[src/rtl/drvctl_pkg.sv]
package drvctl_pkg;
    typedef enum logic [1:0] {
        ST_OFF  = 2'd0,
        ST_RUN  = 2'd1,
        ST_LOST = 2'd2
    } drv_state_t;
endpackage

[src/rtl/drvctl_sync.sv]
module drvctl_sync #(
    parameter int W      = 1,
    parameter int STAGES = 2
) (
    input  logic         clk,
    input  logic         rst_n,
    input  logic [W-1:0] d_a,
    output logic [W-1:0] q_s
);
    logic [W-1:0] chain [STAGES];

    genvar g;
    generate
        for (g = 0; g < STAGES; g++) begin : g_stage
            always_ff @(posedge clk or negedge rst_n) begin
                if (!rst_n) begin
                    chain[g] <= '0;
                end else if (g == 0) begin
                    chain[g] <= d_a;
                end else begin
                    chain[g] <= chain[(g == 0) ? 0 : g-1];
                end
            end
        end
    endgenerate

    assign q_s = chain[STAGES-1];
endmodule

[src/rtl/drvctl_mode_fsm.sv]
module drvctl_mode_fsm
    import drvctl_pkg::*;
#(
    parameter int NOUT = 2
) (
    input  logic            clk,
    input  logic            rst_n,
    input  logic            en_s,
    input  logic            sig_ok_s,
    input  logic            cfg_los_mute,
    input  logic            cfg_los_link,
    output logic [NOUT-1:0] drv_en,
    output logic            los_offset,
    output logic            los_mute,
    output logic            power_save
);
    drv_state_t state_q, state_d;

    always_comb begin
        state_d = state_q;
        unique case (state_q)
            ST_OFF: begin
                if (en_s && sig_ok_s)       state_d = ST_RUN;   // OFF_TO_RUN
                else if (en_s)              state_d = ST_LOST;  // OFF_TO_LOST
            end
            ST_RUN: begin
                if (!en_s)                  state_d = ST_OFF;   // RUN_TO_OFF
                else if (!sig_ok_s)         state_d = ST_LOST;  // RUN_TO_LOST
            end
            ST_LOST: begin
                if (!en_s)                  state_d = ST_OFF;   // LOST_TO_OFF
                else if (sig_ok_s)          state_d = ST_RUN;   // LOST_TO_RUN
            end
            default:                        state_d = ST_OFF;
        endcase
    end

    always_ff @(posedge clk or negedge rst_n) begin
        if (!rst_n) state_q <= ST_OFF;
        else        state_q <= state_d;
    end

    always_comb begin
        drv_en     = '0;
        los_offset = 1'b0;
        los_mute   = 1'b0;
        power_save = 1'b0;
        unique case (state_q)
            ST_OFF: begin
                power_save = 1'b1;
            end
            ST_RUN: begin
                drv_en = '1;
            end
            ST_LOST: begin
                los_offset = !cfg_los_mute;
                los_mute   = cfg_los_mute;
                drv_en     = (cfg_los_mute || cfg_los_link) ? '0 : '1;
            end
            default: begin
                power_save = 1'b1;
            end
        endcase
    end

    assert_off_drivers_R3: assert property (@(posedge clk) disable iff (!rst_n)
        !en_s |=> (drv_en == '0 && power_save));

    assert_one_action_R5: assert property (@(posedge clk) disable iff (!rst_n)
        $onehot0({los_offset, los_mute}));

    assert_run_drivers_R4: assert property (@(posedge clk) disable iff (!rst_n)
        (en_s && sig_ok_s) |=> (drv_en == '1 && !los_offset && !los_mute));
endmodule

[src/rtl/drvctl_fault_agg.sv]
module drvctl_fault_agg #(
    parameter int NOUT = 2,
    localparam int SW  = NOUT + 1
) (
    input  logic            clk,
    input  logic            rst_n,
    input  logic            sig_ok_s,
    input  logic [NOUT-1:0] term_s,
    input  logic [NOUT-1:0] drv_en,
    input  logic [SW-1:0]   cfg_mask,
    input  logic            clr_wr,
    input  logic [SW-1:0]   clr_data,
    output logic [SW-1:0]   stat_live,
    output logic [SW-1:0]   stat_sticky,
    output logic            fault_pull
);
    logic [SW-1:0] clr_vec;

    assign stat_live = {term_s & drv_en, !sig_ok_s};
    assign clr_vec   = clr_wr ? clr_data : '0;

    always_ff @(posedge clk or negedge rst_n) begin
        if (!rst_n) begin
            stat_sticky <= '0;
            fault_pull  <= 1'b0;
        end else begin
            stat_sticky <= (stat_sticky & ~clr_vec) | stat_live;
            fault_pull  <= |(stat_live & ~cfg_mask);
        end
    end

    assert_sticky_hold_R9: assert property (@(posedge clk) disable iff (!rst_n)
        !clr_wr |=> ((stat_sticky & $past(stat_sticky)) == $past(stat_sticky)));

    assert_masked_quiet_R10: assert property (@(posedge clk) disable iff (!rst_n)
        (&cfg_mask) |=> !fault_pull);

    assert_term_gated_R8: assert property (@(posedge clk) disable iff (!rst_n)
        ((stat_live[SW-1:1] & ~drv_en) == '0));
endmodule

[src/rtl/drvctl_top.sv]
module drvctl_top #(
    parameter int NOUT        = 2,
    parameter int SYNC_STAGES = 2,
    localparam int SW         = NOUT + 1,
    localparam int IW         = NOUT + 3
) (
    input  logic            clk,
    input  logic            rst_n,
    input  logic            pin_sd_a,
    input  logic            pin_en_a,
    input  logic            sig_ok_a,
    input  logic [NOUT-1:0] term_flt_a,
    input  logic            cfg_sd_slow,
    input  logic            cfg_los_mute,
    input  logic            cfg_los_link,
    input  logic [SW-1:0]   cfg_mask,
    input  logic            clr_wr,
    input  logic [SW-1:0]   clr_data,
    output logic            slew_slow,
    output logic [NOUT-1:0] drv_en,
    output logic            los_offset,
    output logic            los_mute,
    output logic            power_save,
    output logic            fault_pull,
    output logic [SW-1:0]   stat_live,
    output logic [SW-1:0]   stat_sticky
);
    logic [IW-1:0]   raw_a, raw_s;
    logic            sd_s, en_s, sig_ok_s;
    logic [NOUT-1:0] term_s;

    assign raw_a = {term_flt_a, sig_ok_a, pin_en_a, pin_sd_a};
    assign {term_s, sig_ok_s, en_s, sd_s} = raw_s;

    drvctl_sync #(.W(IW), .STAGES(SYNC_STAGES)) u_sync (
        .clk   (clk),
        .rst_n (rst_n),
        .d_a   (raw_a),
        .q_s   (raw_s)
    );

    assign slew_slow = sd_s | cfg_sd_slow;

    drvctl_mode_fsm #(.NOUT(NOUT)) u_fsm (
        .clk          (clk),
        .rst_n        (rst_n),
        .en_s         (en_s),
        .sig_ok_s     (sig_ok_s),
        .cfg_los_mute (cfg_los_mute),
        .cfg_los_link (cfg_los_link),
        .drv_en       (drv_en),
        .los_offset   (los_offset),
        .los_mute     (los_mute),
        .power_save   (power_save)
    );

    drvctl_fault_agg #(.NOUT(NOUT)) u_fault (
        .clk         (clk),
        .rst_n       (rst_n),
        .sig_ok_s    (sig_ok_s),
        .term_s      (term_s),
        .drv_en      (drv_en),
        .cfg_mask    (cfg_mask),
        .clr_wr      (clr_wr),
        .clr_data    (clr_data),
        .stat_live   (stat_live),
        .stat_sticky (stat_sticky),
        .fault_pull  (fault_pull)
    );

    assert_pin_slow_R1: assert property (@(posedge clk) disable iff (!rst_n)
        sd_s |-> slew_slow);
endmodule

[config.mk]
export PLATFORM = sky130hd
export DESIGN_NAME = drvctl_top
export DESIGN_NICKNAME = d
export VERILOG_FILES = /design/src/rtl/drvctl_pkg.sv /design/src/rtl/drvctl_sync.sv /design/src/rtl/drvctl_mode_fsm.sv /design/src/rtl/drvctl_fault_agg.sv /design/src/rtl/drvctl_top.sv
export SDC_FILE = /design/constraint.sdc
export NUM_CORES = 1
export LEC_CHECK = 0
export BUFFER_PORTS_ARGS = -buffer_cell sky130_fd_sc_hd__buf_2
export CAP_MARGIN = 0
export CORE_MARGIN = 5
export CORE_UTILIZATION = 45
export CTS_BUF_LIST = sky130_fd_sc_hd__clkbuf_16
export DETAILED_ROUTE_END_ITERATION = 12
export GPL_ROUTABILITY_DRIVEN = 0
export GPL_TIMING_DRIVEN = 0
export PLACE_DENSITY = 0.76
export SLEW_MARGIN = 15
export SYNTH_ARGS = -nofsm -noshare
export SYNTH_HDL_FRONTEND = slang
export SYNTH_HIERARCHICAL = 1
export SYNTH_SLANG_ARGS = --single-unit
[constraint.sdc]
create_clock -name clk -period 1.7 [get_ports clk]
set_clock_uncertainty 0.1 [all_clocks]
set_input_delay 0.17 -clock clk [delete_from_list [all_inputs] [get_ports clk]]
set_output_delay 0.17 -clock clk [all_outputs]
set_load 0.01 [all_outputs]
Word-level counts from Yosys, hierarchy flattened. Index checks and enable logic that the tools add are counted. W data, S select, Z words.

Equal/unequal tests: 5. Reduce and logical (&&, ||, !) cells: 8. Bitwise operators: 7. Multiplexer cells: 13.

Operators with widths (count): $mux W2 (7); $and A3 B3 Y3 (2); $ne A3 B3 Y1 const B (2); $not A3 Y3 (2); $pmux W2 S3 (1); $pmux W2 S2 (1); $mux W1 (3); $mux W3 (1); $ne A3 B2 Y1 const B (1); $or A3 B3 Y3 (1); $reduce_and A3 Y1 (1); $reduce_or A3 Y1 (1); $and A2 B2 Y2 (1); $eq A2 B1 Y1 const B (1); $eq A2 B2 Y1 const B (1); $logic_not A1 Y1 (2); $logic_not A2 Y1 (1); $reduce_or A2 Y1 (1); $logic_and A1 B1 Y1 (1); $logic_or A1 B1 Y1 (1); $or A1 B1 Y1 (1).

Output and inout bits: 13. Bits of input ports: 17. Word-level logic and storage cells: 38. Register bits after elaboration: 16.

Logic depth before layout (Yosys ltp). Gate-level depths: netlist (run 1).

Depth in word-level cells: 6. Mapped depth: 9. Depth with buffers taken out: 8.

Hierarchy. The synthesis (run 1) kept the hierarchy.

Modules (own cells, without submodules): drvctl_sync (area each 287.8 sq um, times used 1, cells an instance 15); drvctl_mode_fsm (area each 244.0 sq um, times used 1, cells an instance 27); drvctl_fault_agg (area each 170.2 sq um, times used 1, cells an instance 16); drvctl_top (area each 6.3 sq um, times used 1, cells an instance 1).

Least setup slack after synthesis (run 1). No wires, ideal clock.

Path kind: reg2out. From: register u_fsm.state_q[0]. To: output port stat_live[2]. Cell stages (with the launch flop): 9. Setup slack: -0.216 ns. Data required time: 1.430 ns. Arrival: 1.646 ns. Path through: dfrtp_1 -> inv_1 -> ha_1 -> nor2b_1 -> a21oi_1 -> nor2_1 -> buf_4 -> nand2_1 -> inv_1.

Word-level cells in the longest chain between the ends: 3. Elaborated cells between the ends (all ways): 4.

RTL lines: from (decl) (RTL line drvctl_mode_fsm.sv:17) `drv_state_t state_q, state_d;`; from (signal assigned) (RTL line drvctl_mode_fsm.sv:40) `else state_q <= state_d;`; $eq A2 B2 Y1 or $eq A2 B1 Y1 (tied branches) (RTL line drvctl_mode_fsm.sv:48) `unique case (state_q)`; $pmux W2 S2 * (RTL line drvctl_mode_fsm.sv:48); via drv_en[1] (RTL line drvctl_top.sv:20) `output logic [NOUT-1:0] drv_en,`; $and A2 B2 Y2 * (RTL line drvctl_fault_agg.sv:19) `assign stat_live = {term_s & drv_en, !sig_ok_s};`; to (decl) (RTL line drvctl_top.sv:25) `output logic [SW-1:0] stat_live,`.

The timed path passes the listed nets; every way through them passes the cells marked *.

Final worst setup path (run 1).
From: register u_fsm.state_q[1]. To: output port stat_live[2].

Word-level cells in the longest chain between the ends: 3. Elaborated cells between the ends (all ways): 4.

RTL lines (RTL line): $eq A2 B2 Y1 or $eq A2 B1 Y1 (tied branches) (drvctl_mode_fsm.sv:48); $pmux W2 S2 * (drvctl_mode_fsm.sv:48); $and A2 B2 Y2 * (drvctl_fault_agg.sv:19).

Mark *: on every way between the ends. The rest lies on a longest branch, timed or not.

==> results of run 1 <==
-- power breakdown --
part	internal, µW	switching [µW]	leakage [µW]	total, µW
Combinational	344	298	0.000380	642
Sequential	443	39.1	0.000190	482
Clock	311	137	0.0000385	449
-- what timing repair did --
item,CTS,global route
pin swaps,4,1
cloned,0,0
buffers inserted,6,0
hold buffers,6,0
setup endpoints to repair,4,3
resized for setup,13,0
hold endpoints to repair,21,0
-- cell usage in the layout, fill, tap and decap left out, types with 2 or more instances in the layout --
cell type / instances
a21o_1: 4
a21oi_1: 2
buf_2: 27
buf_4: 11
buf_6: 3
clkbuf_16: 3
dfrtp_1: 15
dlygate4sd3_1: 6
ha_1: 2
ha_4: 2
inv_1: 2
inv_2: 4
nand2_1: 3
nor2_1: 2
-- Yosys cell counts (all sizes together) --
library cell	n	area share (%)
and2	2	2.1
a21oi	3	2.1
a21o	4	4.2
inv	6	3.2
nand2	4	2.1
a22o	1	1.2
or2	1	0.88
nor2	3	1.6
a221o	1	1.4
and4b	1	1.6
mux2i	1	1.4
and4bb	1	1.8
nand3b	1	1.1
dfrtp	16	57
nor2b	1	0.88
and2b	1	1.4
ha	5	8.8
buf	6	6.4
o221ai	1	1.2
-- layout make-up --
class | instances | area, µm² | area share (%)
clock buffers | 3 | 75.1 | 6.65
multi-input cells | 31 | 294 | 26.1
well taps | 16 | 20.0 | 1.77
clock inverters | 1 | 3.75 | 0.333
plain buffers | 6 | 48.8 | 4.32
repair buffers | 41 | 263 | 23.3
inverters | 6 | 22.5 | 2.00
flip-flops and latches | 16 | 402 | 35.6
-- routing by layer --
metal  vias up  wire length [µm]  global-route usage, %
met5         -                 0                      0
met4         0                38                   4.80
met3         4               110                   5.72
met2        24               872                   27.5
met1       272               536                   12.4
li1        280                 -                      -
-- state kept, by name, indices dropped and copies added (netlist names) --
register / count
u_fault/fault_pull: 1
u_fault/stat_sticky: 3
u_fsm/state_q: 2
u_sync/chain: 5
u_sync/q_s: 5
-- worst min path at each step --
stage | start | end | slack (ps) | cells after the start
2_1_floorplan | rst_n | u_fault/fault_pull | -230 | 0
3_3_place_gp | rst_n | u_fault/stat_sticky[2] | -9 | 1
3_5_place_dp | rst_n | u_fault/stat_sticky[0] | -2 | 1
4_1_cts | cfg_mask[0] | u_fault/fault_pull | 60 | 2
5_1_grt | cfg_mask[0] | u_fault/fault_pull | 80 | 2
6_report | cfg_mask[0] | u_fault/fault_pull | 60 | 2
-- worst reg2reg max path, cell delays in order (launching register included) --
cell and delay, ps:
dfrtp_2 450, ha_4 180, buf_4 130, mux2i_1 150
a21oi_1 110, a221o_1 360
-- stage by stage --
stage	util (%)	total power, µW	worst slack (ps)
2_1_floorplan	-	783	10.3
3_3_place_gp	58.8	924	-33.3
3_5_place_dp	58.8	950	-55.7
4_1_cts	74.9	1580	-88.4
5_1_grt	74.9	1670	-166
6_report	74.9	1570	-88.5
-- cells by family after synthesis --
kind of cell,after synthesis,share of synthesized area [%]
simple gates,15,13.4
flops,16,56.5
fa+ha+maj,5,8.83
compound gates,10,10.2
buf+inv,12,9.54
mux,1,1.41
==> out/qor.yml, run 1 <==
grt_pass1_wl_mm: 2.69
rsz0062_at_grt: "true"
finalWirelength_mm: 1.56
cp-start-kind: "flip-flop"
fp.dieArea_um2: 2470
setup_ws_ps: -88.5
nNetsFinal: 127
crit_end: "stat_live[2]"
synth.distinct_cells: 20
p_leak_uw: 0.000609
final.period_utilization_pct: 105
core_um2: 1510
cts.path.max_buffers: 2
synth_cells: 59
layout.cells.non_filler: 120
cts-root-buf: "clkbuf_16"
drt_iter0_markers: 4
num_rows: 14
yosysSeqAreaShare_pct: 56.5
num_antenna_cells: 0
critPathBufInv: 3
drc: 0
drive_gt1_share_pct: 56.7
fin_crit_ps: 1790
clk_latency_ps: 240
die_h_um: 49.7
crit_path_end_kind: "output pin"
fin_hold_ws_ps: 58.7
required_ps: 1430
fillCellCount: 97
grt_max_degree: 17
r2r_setup_slack_ps: 100
cp.arrival_ps: 1520
maxCapViolations: 0
syn_to_final_growth_pct: 59.4
cp-startpoint: "u_fsm/state_q[1]"
initial_core_util_pct: 47.0
grt_overflow_total: 0
max_freq_ghz: 0.559
routed_via_density: 4.83
cts_buffers: 3
slew_violations: 0
worst-path-stages: 8
final_area_um2: 1130
antenna_found_initial: 0
status: "finished, violations left"
die_w_um: 49.7
hold_viol: 0
slew-limit-headroom_pct: 77.0
min_path_type: "in2reg"
post_drt_wl_per_cell_um: 13.0
vias: 580
ys_warn_count: 6
dr.pass1.iters: 4
cts.sinks: 16
max_stage_delay_ps: 450
syn_nets: 81
fin_tns_setup_ps: -143
cts_tree: "built"
hpwl_mm: 1.10
syn_area_per_cell_um2: 12.0
place_area_um2: 886
detail-route-antenna-nets: 0
syn-cell-area_um2: 708
path_clk_slew_ps: 50
p_per_area_nw_per_um2: 1390
peakVddDrop_uv: 955
ys_ff_latch: 16
place_inst: 104
num_io_pins: 30
io_buffers: 29
worst-path-max-fanout: 4
grt_pass1_vias: 642
finalSetupViolCount: 3
critical_path_class: "reg2out"
cts_max_level: 1
worst_pin_slew_ps: 344
r2r_end: "u_fsm/state_q[1]"
crit_slowest_cell: "dfrtp_2"
rr_worst_depth: 5
violations: "setup timing"
grt_use_total_pct: 14.1
cp_common_cell: "buf_6"
cpLargestDelayFamily: "flip-flops"
worstPathCellList: "ha_4 > nor2b_4 > a21oi_2 > nor2_4 > buf_6 > nand2_4 > inv_2 > buf_6"
r2r-start: "u_fsm/state_q[1]"
Note: power is estimated with default switching activity, not from simulation.
==> run 2: changes to the inputs <==
PLACE_DENSITY = default   (was 0.76)
PLACE_DENSITY_LB_ADDON = 0.25   (was default)
==> run 2 against run 1 <==
Effect of this change:
- the flow still finishes with violations (setup timing)
- wire length down 7.9%
- utilization decreased by 1.8 points
- clock-buffer cell count stayed put
- critical path depth did not move
- critical path type unchanged
- critical endpoint unchanged
- largest cell class unchanged
- largest power group unchanged
==> out/qor.yml, run 2 (same netlist as run 1, synthesis figures left out) <==
hpwl_um: 993
detail-route-antenna-nets: 0
initial_core_util_pct: 47.0
cp.arrival_ps: 1530
num_io_pins: 30
violations: "setup timing"
finalSetupViolCount: 3
whs_path_depth: 2
cts.path.max_buffers: 2
r2r_setup_slack_ps: 100
holdCritStartpoint: "cfg_mask[0]"
final.period_utilization_pct: 106
num_antenna_cells: 0
cts.sinks: 16
num_rows: 14
hold_viol: 0
worst-path-max-fanout: 4
min_path_type: "in2reg"
layout_commonest_cell: "buf_2"
worst_pin_slew_ps: 336
layout.cells.non_filler: 118
io_buffers: 29
critical_path_class: "reg2out"
clk_latency_ps: 240
r2r-start: "u_fsm/state_q[1]"
status: "finished, violations left"
fin_crit_ps: 1800
finalWirelength_mm: 1.43
core_um2: 1510
final_cell_mix: "27 x buf_2, 15 x dfrtp_1, 9 x buf_4, 6 x dlygate4sd3_1"
drt_iter0_markers: 1
die_h_um: 49.7
p_leak_uw: 0.000598
grt_max_degree: 17
slew_violations: 0
peakVddDrop_uv: 1020
antenna_found_initial: 0
drive_gt1_share_pct: 54.9
fp.dieArea_um2: 2470
max_freq_ghz: 0.556
cp-start-kind: "flip-flop"
cts_max_level: 1
slew-limit-headroom_pct: 77.6
fin_hold_ws_ps: 55.3
syn_to_final_growth_pct: 55.5
rsz0062_at_grt: "true"
nNetsFinal: 125
setup_ws_ps: -98.2
r2r_end: "u_fsm/state_q[1]"
grt_pass1_vias: 566
routed_via_density: 4.68
drc: 0
dr.pass1.iters: 3
p_per_area_nw_per_um2: 1380
grt_overflow_total: 0
grt_use_total_pct: 12.9
post_drt_wl_per_cell_um: 12.2
cts-root-buf: "clkbuf_16"
cts_tree: "built"
required_ps: 1430
maxCapViolations: 0
rr_worst_depth: 5
grt_pass1_wl_mm: 2.46
cts_buffers: 3
path_clk_slew_ps: 50
place_inst: 104
crit_path_end_kind: "output pin"
vias: 552
die_w_um: 49.7
min_to: "u_fault/fault_pull"
==> run 2: changes by cell type in the layout (fill, tap and decap cells not counted) <==
| cell | before | now |
|---|---|---|
| ha_4 | 2 | 1 |
| ha_1 | 2 | 3 |
| buf_4 | 11 | 9 |
==> run 2: per-layer routing <==
| metal | GRT usage (%) | wire length, µm |
|---|---|---|
| met1 | 14.8 | 570 |
| met4 | 3.93 | 16 |
| met2 | 21.6 | 726 |
| met5 | 0 | 0 |
| met3 | 5.42 | 121 |
==> run 2: worst max-delay path by stage <==
stage | startpoint | endpoint | slack [ps] | cells after the start
6_report | u_fsm/state_q[1] | stat_live[2] | -100 | 8
5_1_grt | u_fsm/state_q[1] | stat_live[2] | -150 | 8
4_1_cts | u_fsm/state_q[1] | stat_live[2] | -100 | 8
3_5_place_dp | u_fsm/state_q[0] | stat_live[2] | -60 | 9
3_3_place_gp | u_fsm/state_q[0] | stat_live[2] | -50 | 9
2_1_floorplan | u_fsm/state_q[0] | stat_live[2] | 10 | 8
==> run 2: layout make-up <==
class,instances,area (µm²)
plain buffers,6,48.8
clock buffers,3,75.1
clock inverters,1,3.75
fillers,102,405
inverters,6,22.5
multi-input cells,31,282
flip-flops and latches,16,402
well taps,16,20.0
repair buffers,39,248
==> run 2: per-stage QoR <==
stage / setup WS, ps / setup TNS, ps / total power (µW) / util [%] / cell area (µm²)
2_1_floorplan: 10.3 / 0 / 783 / - / 721
3_3_place_gp: -51.8 / -51.8 / 929 / 58.8 / 886
3_5_place_dp: -61.4 / -61.4 / 944 / 58.8 / 886
4_1_cts: -98.0 / -155 / 1530 / 73.1 / 1100
5_1_grt: -148 / -293 / 1610 / 73.1 / 1100
6_report: -98.2 / -151 / 1520 / 73.1 / 1100
==> run 2: what timing repair did <==
| action | in CTS | in global routing |
|---|---|---|
| gates resized for setup | 12 | 0 |
| hold endpoints to repair | 21 | 0 |
| hold buffers | 6 | 0 |
| pin swaps | 4 | 0 |
| setup buffers | 4 | 0 |
| endpoints found under the setup margin | 4 | 3 |
==> run 2: power by group <==
| group | switching, µW | total, µW | internal [µW] | leakage, µW |
|---|---|---|---|---|
| registers | 39.0 | 482 | 443 | 0.000190 |
| logic | 285 | 593 | 308 | 0.000369 |
| clock network | 130 | 441 | 310 | 0.0000385 |
| total | 454 | 1520 | 1060 | 0.000598 |
==> run 2: worst max-delay path, cell delays in order (launching register included) <==
cell,delay (ps)
dfrtp_2,440
ha_4,170
nor2b_4,120
a21oi_2,160
nor2_4,60
buf_6,120
nand2_4,60
inv_2,40
buf_6,110
==> run 3: changes to the inputs <==
BUFFER_PORTS_ARGS = -buffer_cell sky130_fd_sc_hd__buf_4   (was -buffer_cell sky130_fd_sc_hd__buf_2)
==> run 3 against run 2 <==
Effect of this change:
- the flow still finishes with violations (setup timing)
- via count increased by 8.7%
- register-to-register slack got worse by 40 ps
- clock power rose by 4%
- sequential cell count did not move
- critical endpoint unchanged
- largest cell class is now non-clock buffers
==> out/qor.yml, run 3 (same netlist as run 1, synthesis figures left out) <==
drt_iter0_markers: 7
grt_pass1_wl_mm: 2.90
p_seq_share_pct: 27.3
path_clk_slew_ps: 50
p_per_area_nw_per_um2: 1410
routed_via_density: 4.84
die_h_um: 49.7
num_antenna_cells: 0
num_rows: 14
cts_max_level: 1
min_path_type: "in2reg"
comb_power_share_pct: 46.7
crit_slowest_cell: "dfrtp_1"
syn_to_final_growth_pct: 76.3
drc: 0
core_um2: 1510
final_cell_mix: "41 x buf_4, 15 x dfrtp_1, 6 x dlygate4sd3_1, 4 x a21o_1, 4 x inv_2"
io_buffers: 29
critical_path_class: "reg2out"
power.internal_uw: 1220
cts.path.max_buffers: 2
p_leak_uw: 0.000651
post_drt_wl_per_cell_um: 14.4
setup_ws_ps: -138
layout.cells.non_filler: 124
peakVddDrop_uv: 1170
place_inst: 104
p_total_uw: 1760
p_sw_uw: 540
slew-limit-headroom_pct: 85.7
die_w_um: 49.7
cts_tree: "built"
worst_pin_slew_ps: 210
finalSetupViolCount: 4
hold_viol: 0
finalWirelength_mm: 1.79
crit_path_end_kind: "output pin"
fillCellCount: 87
fp.dieArea_um2: 2470
initial_core_util_pct: 47.0
grt_use_total_pct: 15.5
rsz0062_at_grt: "true"
grt_pass1_vias: 636
cts.sinks: 16
slew_violations: 0
final.period_utilization_pct: 108
worst-path-max-fanout: 4
dr.pass1.iters: 4
cp.arrival_ps: 1570
final_area_um2: 1250
grt_overflow_total: 0
swShare_pct: 30.6
cts-root-buf: "clkbuf_16"
nNetsFinal: 131
max_stage_delay_ps: 390
required_ps: 1430
cts_buffers: 3
detail-route-antenna-nets: 0
maxCapViolations: 0
pwr-share-clk_pct: 26.0
drive_gt1_share_pct: 61.1
clk_latency_ps: 250
worstPathCellList: "inv_2 > ha_4 > nor2b_4 > a21oi_2 > nor2_4 > buf_6 > nand2_4 > inv_2 > buf_6"
vias: 600
antenna_found_initial: 0
layout_commonest_cell: "buf_4"
place_ws_ps: -89.1
num_io_pins: 30
hpwl_mm: 1.09
fin_crit_ps: 1840
place_area_um2: 958
violations: "setup timing"
status: "finished, violations left"
grt_max_degree: 17
max_freq_ghz: 0.544
cp-start-kind: "flip-flop"
[run 3: cell type report]
class / instances / area, µm² / share of cell area [%]
buffer: 6 / 48.8 / 3.91
clock buffer: 3 / 75.1 / 6.01
clock inverter: 1 / 3.75 / 0.301
inverter: 6 / 22.5 / 1.80
multi-input combinational: 31 / 304 / 24.3
sequential: 16 / 402 / 32.2
tap: 16 / 20.0 / 1.60
timing repair buffer: 45 / 373 / 29.9
[run 3: power by group through the flow]
| stage | combinational [µW] | clock [µW] | sequential (µW) |
|---|---|---|---|
| 5_1_grt | 887 | 491 | 489 |
| 6_report | 823 | 458 | 482 |
| 3_3_place_gp | 497 | 0 | 488 |
| 3_5_place_dp | 519 | 0 | 493 |
| 4_1_cts | 728 | 467 | 481 |
| 2_1_floorplan | 285 | 0 | 498 |
[run 3: worst max-delay path, delay by kind of cell, from the launching register on]
family	cells	cell delay, ps
buf+inv	4	360
simple gates	3	340
compound gates	1	70
flops	1	390
fa+ha+maj	1	140
[run 3: per-stage QoR]
step | TNS, ps | util, % | hold WS, ps
floorplan | 0 | - | -226
global placement | -49.6 | 63.6 | -67.4
detailed placement | -89.1 | 63.6 | -63.8
CTS | -270 | 80.4 | 48.7
global route | -626 | 82.9 | 45.6
finish | -351 | 82.9 | 48.2
[run 3: final timing paths]
kind                       slack, ps            endpoint  cells past startpoint        startpoint
setup / recovery                -140        stat_live[2]                      9  u_fsm/state_q[0]
hold reg to reg                  240       u_sync/q_s[4]                      0   u_sync/chain[9]
min in group asynchronous        220    u_fsm/state_q[1]                      2             rst_n
max in group asynchronous       1090    u_fsm/state_q[1]                      2             rst_n
hold / removal                    50  u_fault/fault_pull                      2       cfg_mask[0]
setup reg to reg                  60    u_fsm/state_q[1]                      5  u_fsm/state_q[1]
[run 3: timing repair]
item	CTS	global route
endpoints found under the hold margin	21	0
setup buffers	8	2
pin swaps	3	1
resized for setup	12	4
hold buffers	6	0
endpoints found under the setup margin	6	7
[run 3: per-layer routing]
metal | track usage (%) | part of all wire (%) | vias to the layer above | wire length (µm)
met3 | 6.02 | 7.4 | 3 | 132
li1 | - | - | 287 | -
met4 | 6.55 | 1.5 | 0 | 27
met1 | 17.0 | 38 | 290 | 687
met5 | 0 | 0 | - | 0
met2 | 26.3 | 53 | 20 | 938
